==> config.mk <==
export PLATFORM = sky130hd
export DESIGN_NAME = trig_capture_buf
export DESIGN_NICKNAME = d
export VERILOG_FILES = /design/src/rtl/cap_pkg.sv /design/src/rtl/cap_edge_detect.sv /design/src/rtl/cap_ctrl.sv /design/src/rtl/cap_mem.sv /design/src/rtl/trig_capture_buf.sv
export SDC_FILE = /design/constraint.sdc
export NUM_CORES = 2
export LEC_CHECK = 0
export ABC_AREA = 0
export BUFFER_PORTS_ARGS = -buffer_cell sky130_fd_sc_hd__buf_2
export CORE_MARGIN = 1
export CORE_UTILIZATION = 28
export DETAILED_ROUTE_END_ITERATION = 16
export PLACE_DENSITY = 0.44
export SETUP_SLACK_MARGIN = 0.02
export SLEW_MARGIN = 10
export SYNTH_ARGS = -nofsm -noshare
export SYNTH_HDL_FRONTEND = slang
export SYNTH_SLANG_ARGS = --single-unit
==> constraint.sdc <==
create_clock -name clk -period 128.4 [get_ports clk]
set_input_delay 12.84 -clock clk [delete_from_list [all_inputs] [get_ports clk]]
set_output_delay 12.84 -clock clk [all_outputs]
set_load 0.01 [all_outputs]
==> src/rtl/cap_pkg.sv <==
package cap_pkg;

  typedef enum logic [2:0] {
    ST_IDLE,
    ST_ARMED,
    ST_POST,
    ST_DONE,
    ST_HOLD
  } cap_state_t;

  localparam logic [1:0] EDGE_RISE  = 2'b00;
  localparam logic [1:0] EDGE_FALL  = 2'b01;
  localparam logic [1:0] TPOS_FIRST = 2'b00;
  localparam logic [1:0] TPOS_LAST  = 2'b01;

  // window length after clamping to 1..maxd
  function automatic int clamp_depth(int req, int maxd);
    if (req < 1) return 1;
    if (req > maxd) return maxd;
    return req;
  endfunction

  // samples kept ahead of the trigger
  function automatic int window_pre(logic [1:0] tpos, int user, int depth);
    if (tpos == TPOS_FIRST) return 0;
    if (tpos == TPOS_LAST) return depth - 1;
    return (user > depth - 1) ? depth - 1 : user;
  endfunction

  // ring position reached from base by off steps
  function automatic int ring_index(int base, int off, int depth);
    return (base + off) % depth;
  endfunction

endpackage

==> src/rtl/cap_edge_detect.sv <==
module cap_edge_detect
  import cap_pkg::*;
(
  input  logic       clk,
  input  logic       rst_n,
  input  logic       smp_clk,
  input  logic [1:0] edge_sel,
  output logic       sample_evt
);

  logic prev_q;

  always_ff @(posedge clk) begin
    if (!rst_n) prev_q <= 1'b0;
    else        prev_q <= smp_clk;
  end

  always_comb begin
    case (edge_sel)
      EDGE_RISE: sample_evt = smp_clk & ~prev_q;
      EDGE_FALL: sample_evt = ~smp_clk & prev_q;
      default:   sample_evt = smp_clk ^ prev_q;
    endcase
  end

  assert_event_on_change_R2: assert property (@(posedge clk) disable iff (!rst_n)
    sample_evt |-> (smp_clk != prev_q));

endmodule

==> src/rtl/cap_ctrl.sv <==
module cap_ctrl
  import cap_pkg::*;
#(
  parameter int DEPTH  = 64,
  parameter int HOLD_W = 16,
  localparam int AW = $clog2(DEPTH),
  localparam int DW = $clog2(DEPTH + 1)
) (
  input  logic              clk,
  input  logic              rst_n,
  input  logic              sample_evt,
  input  logic              trig_hit,
  input  logic [1:0]        cfg_tpos,
  input  logic [AW-1:0]     cfg_pre,
  input  logic [DW-1:0]     cfg_depth,
  input  logic              cfg_auto,
  input  logic [HOLD_W-1:0] cfg_holdoff,
  input  logic              start,
  input  logic              stop,
  output logic              wr_en,
  output logic [AW-1:0]     wr_addr,
  output logic [AW-1:0]     trig_addr,
  output logic [DW-1:0]     win_depth,
  output logic [AW-1:0]     win_pre,
  output logic              armed,
  output logic              triggered,
  output logic              done
);

  cap_state_t        state;
  logic [AW-1:0]     wr_ptr;
  logic [DW-1:0]     precnt;
  logic [DW-1:0]     postcnt;
  logic [HOLD_W-1:0] hold_cnt;

  // named internal events
  logic [DW-1:0] arm_depth;
  logic [AW-1:0] arm_pre;
  logic [DW-1:0] post_need;
  logic [AW-1:0] nxt_ptr;
  logic          trig_accept;
  logic          cap_complete;
  logic          rearm_now;

  always_comb begin
    arm_depth = DW'(clamp_depth(int'(cfg_depth), DEPTH));
    arm_pre   = AW'(window_pre(cfg_tpos, int'(cfg_pre), clamp_depth(int'(cfg_depth), DEPTH)));
    post_need = win_depth - DW'(win_pre);
    nxt_ptr   = (DW'(wr_ptr) == win_depth - DW'(1)) ? '0 : wr_ptr + AW'(1);
    wr_en     = sample_evt && (state == ST_ARMED || state == ST_POST);
    trig_accept = wr_en && (state == ST_ARMED) && trig_hit && (precnt >= DW'(win_pre));
    cap_complete = (trig_accept && post_need == DW'(1)) ||
                   (wr_en && state == ST_POST && (postcnt + DW'(1)) == post_need);
    rearm_now = (state == ST_HOLD) && (hold_cnt == '0);
  end

  always_ff @(posedge clk) begin
    if (!rst_n) begin
      state     <= ST_IDLE;
      wr_ptr    <= '0;
      precnt    <= '0;
      postcnt   <= '0;
      hold_cnt  <= '0;
      trig_addr <= '0;
      win_depth <= DW'(1);
      win_pre   <= '0;
    end else if (stop) begin
      state <= ST_IDLE;
    end else if (start || rearm_now) begin
      state     <= ST_ARMED;
      win_depth <= arm_depth;
      win_pre   <= arm_pre;
      wr_ptr    <= '0;
      precnt    <= '0;
      postcnt   <= '0;
    end else begin
      if (wr_en) wr_ptr <= nxt_ptr;
      case (state)
        ST_ARMED: begin
          if (trig_accept) begin
            trig_addr <= wr_ptr;
            postcnt   <= DW'(1);
            state     <= ST_POST;
          end else if (wr_en && precnt < DW'(DEPTH)) begin
            precnt <= precnt + DW'(1);
          end
        end
        ST_POST: begin
          if (wr_en) postcnt <= postcnt + DW'(1);
        end
        ST_HOLD: hold_cnt <= hold_cnt - HOLD_W'(1);
        default: ;
      endcase
      if (cap_complete) begin
        state    <= cfg_auto ? ST_HOLD : ST_DONE;
        hold_cnt <= cfg_holdoff;
      end
    end
  end

  assign wr_addr   = wr_ptr;
  assign armed     = (state == ST_ARMED);
  assign triggered = (state == ST_POST);
  assign done      = (state == ST_DONE) || (state == ST_HOLD);

  assert_flags_exclusive_R1: assert property (@(posedge clk) disable iff (!rst_n)
    $onehot0({armed, triggered, done}));

  assert_pre_in_window_R3: assert property (@(posedge clk) disable iff (!rst_n)
    DW'(win_pre) < win_depth);

  assert_trig_needs_hit_R4: assert property (@(posedge clk) disable iff (!rst_n)
    $rose(triggered) |-> $past(armed && sample_evt && trig_hit && (precnt >= DW'(win_pre))));

  assert_post_bound_R5: assert property (@(posedge clk) disable iff (!rst_n)
    triggered |-> (postcnt < post_need));

  assert_done_from_write_R5: assert property (@(posedge clk) disable iff (!rst_n)
    $rose(done) |-> $past(wr_en));

  assert_hold_rearm_R8: assert property (@(posedge clk) disable iff (!rst_n)
    (rearm_now && !stop) |=> armed);

  assert_stop_idles_R9: assert property (@(posedge clk) disable iff (!rst_n)
    stop |=> (!armed && !triggered && !done));

  assert_ptr_range_R10: assert property (@(posedge clk) disable iff (!rst_n)
    (armed || triggered) |-> (DW'(wr_ptr) < win_depth));

endmodule

==> src/rtl/cap_mem.sv <==
module cap_mem
  import cap_pkg::*;
#(
  parameter int CH    = 16,
  parameter int DEPTH = 64,
  localparam int AW = $clog2(DEPTH),
  localparam int DW = $clog2(DEPTH + 1)
) (
  input  logic          clk,
  input  logic          rst_n,
  input  logic          wr_en,
  input  logic [AW-1:0] wr_addr,
  input  logic [CH-1:0] wr_data,
  input  logic [AW-1:0] rd_idx,
  input  logic [AW-1:0] trig_addr,
  input  logic [DW-1:0] win_depth,
  input  logic [AW-1:0] win_pre,
  output logic [CH-1:0] rd_data
);

  logic [CH-1:0] store [DEPTH];
  logic [AW-1:0] rd_phys;

  // oldest sample sits win_pre positions before the trigger, modulo the ring
  always_comb begin
    rd_phys = AW'(ring_index(int'(trig_addr),
                             int'(win_depth) - int'(win_pre) + int'(rd_idx),
                             int'(win_depth)));
  end

  always_ff @(posedge clk) begin
    if (wr_en) store[wr_addr] <= wr_data;
  end

  always_ff @(posedge clk) begin
    if (!rst_n) rd_data <= '0;
    else        rd_data <= store[rd_phys];
  end

  assert_read_in_ring_R6: assert property (@(posedge clk) disable iff (!rst_n)
    DW'(rd_phys) < win_depth);

endmodule

==> src/rtl/trig_capture_buf.sv <==
module trig_capture_buf
  import cap_pkg::*;
#(
  parameter int CH     = 16,
  parameter int DEPTH  = 64,
  parameter int HOLD_W = 16,
  localparam int AW = $clog2(DEPTH),
  localparam int DW = $clog2(DEPTH + 1)
) (
  input  logic              clk,
  input  logic              rst_n,
  input  logic              smp_clk,
  input  logic [CH-1:0]     probe,
  input  logic              trig_hit,
  input  logic [1:0]        cfg_edge,
  input  logic [1:0]        cfg_tpos,
  input  logic [AW-1:0]     cfg_pre,
  input  logic [DW-1:0]     cfg_depth,
  input  logic              cfg_auto,
  input  logic [HOLD_W-1:0] cfg_holdoff,
  input  logic              start,
  input  logic              stop,
  input  logic [AW-1:0]     rd_idx,
  output logic [CH-1:0]     rd_data,
  output logic [AW-1:0]     trig_index,
  output logic              armed,
  output logic              triggered,
  output logic              done
);

  logic          sample_evt;
  logic          wr_en;
  logic [AW-1:0] wr_addr;
  logic [AW-1:0] trig_addr;
  logic [DW-1:0] win_depth;
  logic [AW-1:0] win_pre;

  cap_edge_detect u_edge (
    .clk        (clk),
    .rst_n      (rst_n),
    .smp_clk    (smp_clk),
    .edge_sel   (cfg_edge),
    .sample_evt (sample_evt)
  );

  cap_ctrl #(.DEPTH(DEPTH), .HOLD_W(HOLD_W)) u_ctrl (
    .clk         (clk),
    .rst_n       (rst_n),
    .sample_evt  (sample_evt),
    .trig_hit    (trig_hit),
    .cfg_tpos    (cfg_tpos),
    .cfg_pre     (cfg_pre),
    .cfg_depth   (cfg_depth),
    .cfg_auto    (cfg_auto),
    .cfg_holdoff (cfg_holdoff),
    .start       (start),
    .stop        (stop),
    .wr_en       (wr_en),
    .wr_addr     (wr_addr),
    .trig_addr   (trig_addr),
    .win_depth   (win_depth),
    .win_pre     (win_pre),
    .armed       (armed),
    .triggered   (triggered),
    .done        (done)
  );

  cap_mem #(.CH(CH), .DEPTH(DEPTH)) u_mem (
    .clk       (clk),
    .rst_n     (rst_n),
    .wr_en     (wr_en),
    .wr_addr   (wr_addr),
    .wr_data   (probe),
    .rd_idx    (rd_idx),
    .trig_addr (trig_addr),
    .win_depth (win_depth),
    .win_pre   (win_pre),
    .rd_data   (rd_data)
  );

  assign trig_index = win_pre;

endmodule

== Word-level counts from Yosys, hierarchy flattened ==
Memories as Yosys holds them, arrays and structs flattened. A register that Yosys moved wholly into a read port is not among the register bits.
Cells that the tools add are included.

* Register bits after elaboration: 59
* Bits in writable memories: 1024
* Output and inout bits: 25
* Memories kept: 1

* Add/subtract/negate cells: 10
* Divide/modulo/power cells: 1
* Order comparisons: 5
* Eq/ne operators: 12
* Mux-type cells: 35
* Bitwise gates (word level): 8
* Reduce and logical (&&, ||, !) cells: 36

{| class="wikitable"
|+ Memory list
! name !! depth !! bits a word !! read ports !! clocked after memory_dff !! wr ports !! RTL line !! RTL
|-
| u_mem.store || 64 || 16 || 1 || 1 || 1 || cap_mem.sv:21 || <nowiki>logic [CH-1:0] store [DEPTH];</nowiki>
|}

{| class="wikitable"
|+ Operators with widths
! cell !! count
|-
| $mux 7 || 9
|-
| $mux 6 || 7
|-
| $add 32x7->32 || 1
|-
| $add 7x32->32 || 1
|-
| $gt 7x32->1 || 1
|-
| $mod 32x8->32 || 1
|-
| $mux 16 || 2
|-
| $mux 32 || 1
|-
| $sub 32x2->32 const B || 1
|-
| $logic_not 16->1 || 1
|-
| $sub 16x1->16 const B || 1
|-
| $add 7x1->7 const B || 2
|-
| $pmux 7 s2 || 1
|-
| $mux 3 || 4
|-
| $reduce_and 4->1 || 3
|-
| $reduce_bool 2->1 || 6
|-
| $mux 1 || 10
|-
| $logic_and 1x1->1 || 9
|-
| $reduce_bool 3->1 || 3
|-
| $reduce_and 2->1 || 4
|-
| $sub 7x6->8 || 1
|-
| $eq 6x7->1 || 1
|-
| $eq 7x1->1 const B || 1
|-
| $eq 7x7->1 || 1
|-
| 23 further kinds || 35
|}

== Depth between registers and ports, before layout ==
* Depth in word-level cells: 11
* Mapped depth: 462
* Depth with buffers taken out: 420

== Hierarchy ==
From an unflattened synthesis, not the netlist that was laid out.

* Cells, all modules: 6585
* Area, all modules: 68151.6 µm²

{| class="wikitable"
|+ By module, submodules not included
! module !! instances !! cells each !! area an instance (µm²) !! sequential area each (µm²)
|-
| cap_mem || 1 || 6085 || 64053.9 || 31069.8
|-
| cap_ctrl || 1 || 492 || 4018.9 || 1161.1
|-
| cap_edge_detect || 1 || 8 || 78.8 || 20.0
|}

== Least setup slack after synthesis ==
OpenSTA, ideal clock, no wires.

* Kind: input to register
* Start point: input port rd_idx[4]
* End point: register u_mem.rd_data[14], read port of u_mem.store
* Setup time: 134 ps
* Data arrival time: 95847 ps
* Data required time: 128266 ps
* Setup slack: 32418 ps
* Stages on the path: 429
* Path buffers: 47
* Cells stage by stage: fa_1 -> ha_1 -> buf_2 -> a21o_1 -> o2bb2ai_1 -> o21ai_1 -> inv_1 -> o21ai_0 -> ha_1 -> buf_2 -> and4_1 -> nand2_1 -> or3_4 -> or3_1 -> nor4_1 -> ha_1 -> a31oi_1 -> ha_1 -> [... 393 more ...] -> and2_1 -> buf_2 -> inv_4 -> buf_6 -> buf_2 -> buf_2 -> buf_2 -> ha_1 -> nand2b_1 -> clkbuf_1 -> and3_1 -> clkbuf_1 -> buf_2 -> buf_1 -> mux4_2 -> mux2i_1 -> o22ai_1 -> or4_1

* Word-level cells in the longest chain between the ends: 3

{| class="wikitable"
|+ RTL lines
! what !! RTL line !! RTL
|-
| start: declaration || trig_capture_buf.sv:23 || <nowiki>input logic [AW-1:0] rd_idx,</nowiki>
|-
| $add 32x7->32 || cap_mem.sv:27 || <nowiki>int'(win_depth) - int'(win_pre) + int'(rd_idx),</nowiki>
|-
| $add 7x32->32 || cap_pkg.sv:32 || <nowiki>return (base + off) % depth;</nowiki>
|-
| $mod 32x8->32 || cap_pkg.sv:32 ||
|-
| end: declaration || cap_mem.sv:18 || <nowiki>output logic [CH-1:0] rd_data</nowiki>
|}

Every way passes these cells.
A chain may end at the register's enable or synchronous reset.

== Final worst setup path ==
* Start point: input port rd_idx[1]
* End point: register u_mem.rd_data[2], read port of u_mem.store

The elaborated chain is that of the path after synthesis.

==> summary.md <==
| Metric | Value |
|---|---|
| Number of global-route vias before repair | `49200` |
| Core area | `233000 um2` |
| Global-route wire length before repair | `334 mm` |
| Largest delay share family, worst path | `compound AO/OA/AOI/OAI gates` |
| Nets@finish | `6372` |
| Root buf cell | `clkbuf_16` |
| CP Max Fanout | `95` |
| Iter 0 DRT Violations | `5058` |
| Max Cap Violations | `0` |
| Post-Syn Area | `65600 um2` |
| Die H | `486 um` |
| Worst r2r src | `u_ctrl.win_depth[1]$_SDFFE_PN0P_` |
| Die ar. | `236000 um2` |
| Slew Limit Fails | `0` |
| H-tree levels | `3` |
| Cells after Synth | `5972` |
| Yosys top cell by area | `edfxtp_1` |
| Vias per cell | `5.51` |
| Final hold vios | `0` |
| Crit path DAT | `114.05 ns` |
| Initial core utilization | `28.2%` |
| Clk sinks | `1099` |
| Die Wd | `486 um` |
| Number of primary I/O pins | `87` |
| Number of fill cells | `23700` |
| Setup ws final | `14.99 ns` |
| Total setup buffers inserted after CTS | `0` |
| First-pass iteration count of the detailed router | `6` |
| Hold Path End | `u_ctrl.hold_cnt[2]$_SDFFE_PN0P_` |
| Drc violations | `0` |
| Hold Path Cell Cnt | `2` |
| Least-Margin Pin Slew | `1.24 ns` |
| Flip-flop and latch area | `32300 um2` |
| Post-synth top flop | `edfxtp_1` |
| WL per Instance | `24.5 um` |
| Sequential area share after synthesis | `49.1%` |
| Synth warnings | `0` |
| CP Capture Type | `flip-flop` |
| Fin crit period | `113.41 ns` |
| Final ANT Viol Nets | `0` |
| HP Start | `u_ctrl.hold_cnt[2]$_SDFFE_PN0P_` |
| Buffers added on ports | `86` |
| CTS Buf Count | `113` |
| Place WS | `15.61 ns` |
| Syn Area/Cell | `11.0 um2` |
| Hold Path Class | `reg -> reg` |
| Crit-path slowest cell | `nor3_1` |
| Initial antenna violation count | `15` |
| Crit Path Class | `in -> reg` |
| Hold WS | `0.500 ns` |
| Placement row count | `177` |
| Layout cells sized above 1 | `12.9%` |
| Resize count post-CTS | `0` |
| Slowest stage delay, CP | `0.86 ns` |
| Max Fclk | `8.82 MHz` |
| Largest net degree at the start of global routing | `97` |
| CTS Hold Bufs | `0` |
| All-Layer GR Usage | `18.7%` |
| Yosys top cell area share | `46.9%` |
| Max Clock Skew | `0.0685 ns` |
| Flops & latches, synth | `1099` |
| CP most frequent cell | `o21a_1` |
| Crit path buffers/inverters | `14` |
| Area Growth Syn to Fin | `12.2%` |
| CP required | `129.04 ns` |
| Setup TNS | `0 ns` |
| RSZ-0062 raised after global routing | `false` |
| Area of the multi-input gates | `31800 um2` |
| Post-Layout Inst Area | `73700 um2` |
| Worst-path clk slew | `0.06 ns` |
| DRT Wirelength | `227 mm` |
| Number of synthesized flops with an enable pin | `1024` |
| Clock tree buffer depth | `3` |
| GPL Wtd Cong | `0.879` |
| Global route overflow | `0` |
| R2R Setup Slk | `24.35 ns` |
| Netlist cell types | `129` |
| Leading post-synthesis cells by cell area | `edfxtp_1, ha_1, mux4_2` |
| R2R depth | `399` |
| Worst slew margin | `16.6%` |
| DR vias | `51200` |
| CTS tree | `yes` |
| Dpl cell area | `69900 um2` |
| Asr flop ratio synth | `0%` |
| Part of the cycle the worst path needs | `88.3%` |
| Startpoint Class | `input port` |
| Status | `finished clean` |
| Final setup vio count | `0` |
| RR Endpoint | `u_mem.rd_data[2]$_SDFF_PN0_` |
| Clock Latency Late Sink | `0.76 ns` |
| Syn_nets | `6290` |
| Hpwl dp | `156 mm` |
cell families after synthesis:
kind of cell,after synthesis,synth area share (%)
buf+inv,357,2.67
mux,278,6.99
fa+ha+maj,258,5.01
simple gates,2209,16.7
compound gates,1578,16.9
flops,1099,49.1
xor+xnor,193,2.60
cell usage in the layout, fill, tap and decap left out, types with 86 or more instances in the layout:
| cell | count |
|---|---|
| nor3_1 | 219 |
| a21oi_1 | 274 |
| nor2_1 | 506 |
| edfxtp_1 | 1024 |
| o21a_1 | 146 |
| nand3_1 | 170 |
| nand4_1 | 89 |
| buf_2 | 86 |
| o21ai_0 | 209 |
| ha_1 | 246 |
| xnor2_1 | 123 |
| buf_4 | 143 |
| a31oi_1 | 114 |
| clkbuf_16 | 115 |
| nand2_1 | 613 |
| mux4_2 | 137 |
worst register-to-register path: cells and delay by family (launching register included):
kind / cells / cell delay, ns
flip-flops: 1 / 0.99
buffers and inverters: 14 / 3.47
adder cells (fa/ha/maj): 37 / 12.30
AND/OR/NAND/NOR: 137 / 40.34
multiplexers: 7 / 2.60
XOR/XNOR: 1 / 0.23
AO/OA/AOI/OAI: 203 / 44.00
sequential cells by signal, indices dropped and copies added (netlist names):
name and flops:
u_ctrl.win_depth 7, u_ctrl.trig_addr 6, u_ctrl.state 3, u_mem.store 1024, u_ctrl.win_pre 6, u_ctrl.postcnt 7
u_mem.rd_data 16, u_edge.prev_q 1, u_ctrl.hold_cnt 16, u_ctrl.wr_addr 6, u_ctrl.precnt 7
Yosys cell counts, drive strengths merged, types with 23 or more instances:
cell and count:
a211oi 49, a21boi 26, a21o 67, a21oi 279
a221oi 62, a22oi 38, a31oi 114, a41oi 78
and2 72, and3 65, and4 23, buf 158
clkbuf 105, dfxtp 75, edfxtp 1024, ha 247
inv 93, mux2 60, mux2i 81, mux4 137
nand2 614, nand2b 46, nand3 174, nand4 90
nor2 548, nor2b 62, nor3 231, nor4 65
o211ai 42, o21a 146, o21ai 265, o22ai 45
o31ai 76, or2 56, or3 55, or4 34
xnor2 124, xor2 69
worst max-delay path by stage:
stage                   start                           end  slack [ns]  cells past startpoint
detailed placement  rd_idx[4]   u_mem.rd_data[2]$_SDFF_PN0_       15.61                    395
finish              rd_idx[1]   u_mem.rd_data[2]$_SDFF_PN0_       14.99                    396
global route        rd_idx[1]   u_mem.rd_data[2]$_SDFF_PN0_        6.33                    402
floorplan           rd_idx[4]  u_mem.rd_data[14]$_SDFF_PN0_       32.42                    429
CTS                 rd_idx[4]   u_mem.rd_data[2]$_SDFF_PN0_       16.04                    395
global placement    rd_idx[4]   u_mem.rd_data[2]$_SDFF_PN0_       17.78                    401
through the flow:
| step | utilization (%) | instances |
|---|---|---|
| 4_1_cts | 31.6 | 9282 |
| 6_report | 31.6 | 9291 |
| 3_3_place_gp | 30.0 | 9071 |
| 5_1_grt | 31.6 | 9282 |
| 2_1_floorplan | - | 5972 |
| 3_5_place_dp | 30.0 | 9071 |
final cells by class:
class                           instances  share of cell area [%]
Clock buffer                          138                    4.09
Antenna cell                            9                  0.0306
Sequential cell                      1099                    43.8
Timing Repair Buffer                  231                    2.10
Inverter                               93                   0.491
Clock inverter                         73                   0.985
Multi-Input combinational cell       4516                    43.2
Tap cell                             3132                    5.32
per-layer routing:
| metal | GRT usage, % | share of wire (%) | wire (um) | vias to the layer above |
|---|---|---|---|---|
| met1 | 27.6 | 48 | 110000 | 25800 |
| met4 | 4.02 | 1.9 | 4350 | 0 |
| met2 | 28.9 | 44 | 100000 | 1580 |
| li1 | - | - | - | 23600 |
| met3 | 2.33 | 5.6 | 12800 | 224 |
| met5 | 0 | 0 | 0 | - |
Power is not shown: default switching activity piles up to over one toggle a cycle in this logic, so the estimate is an artifact.
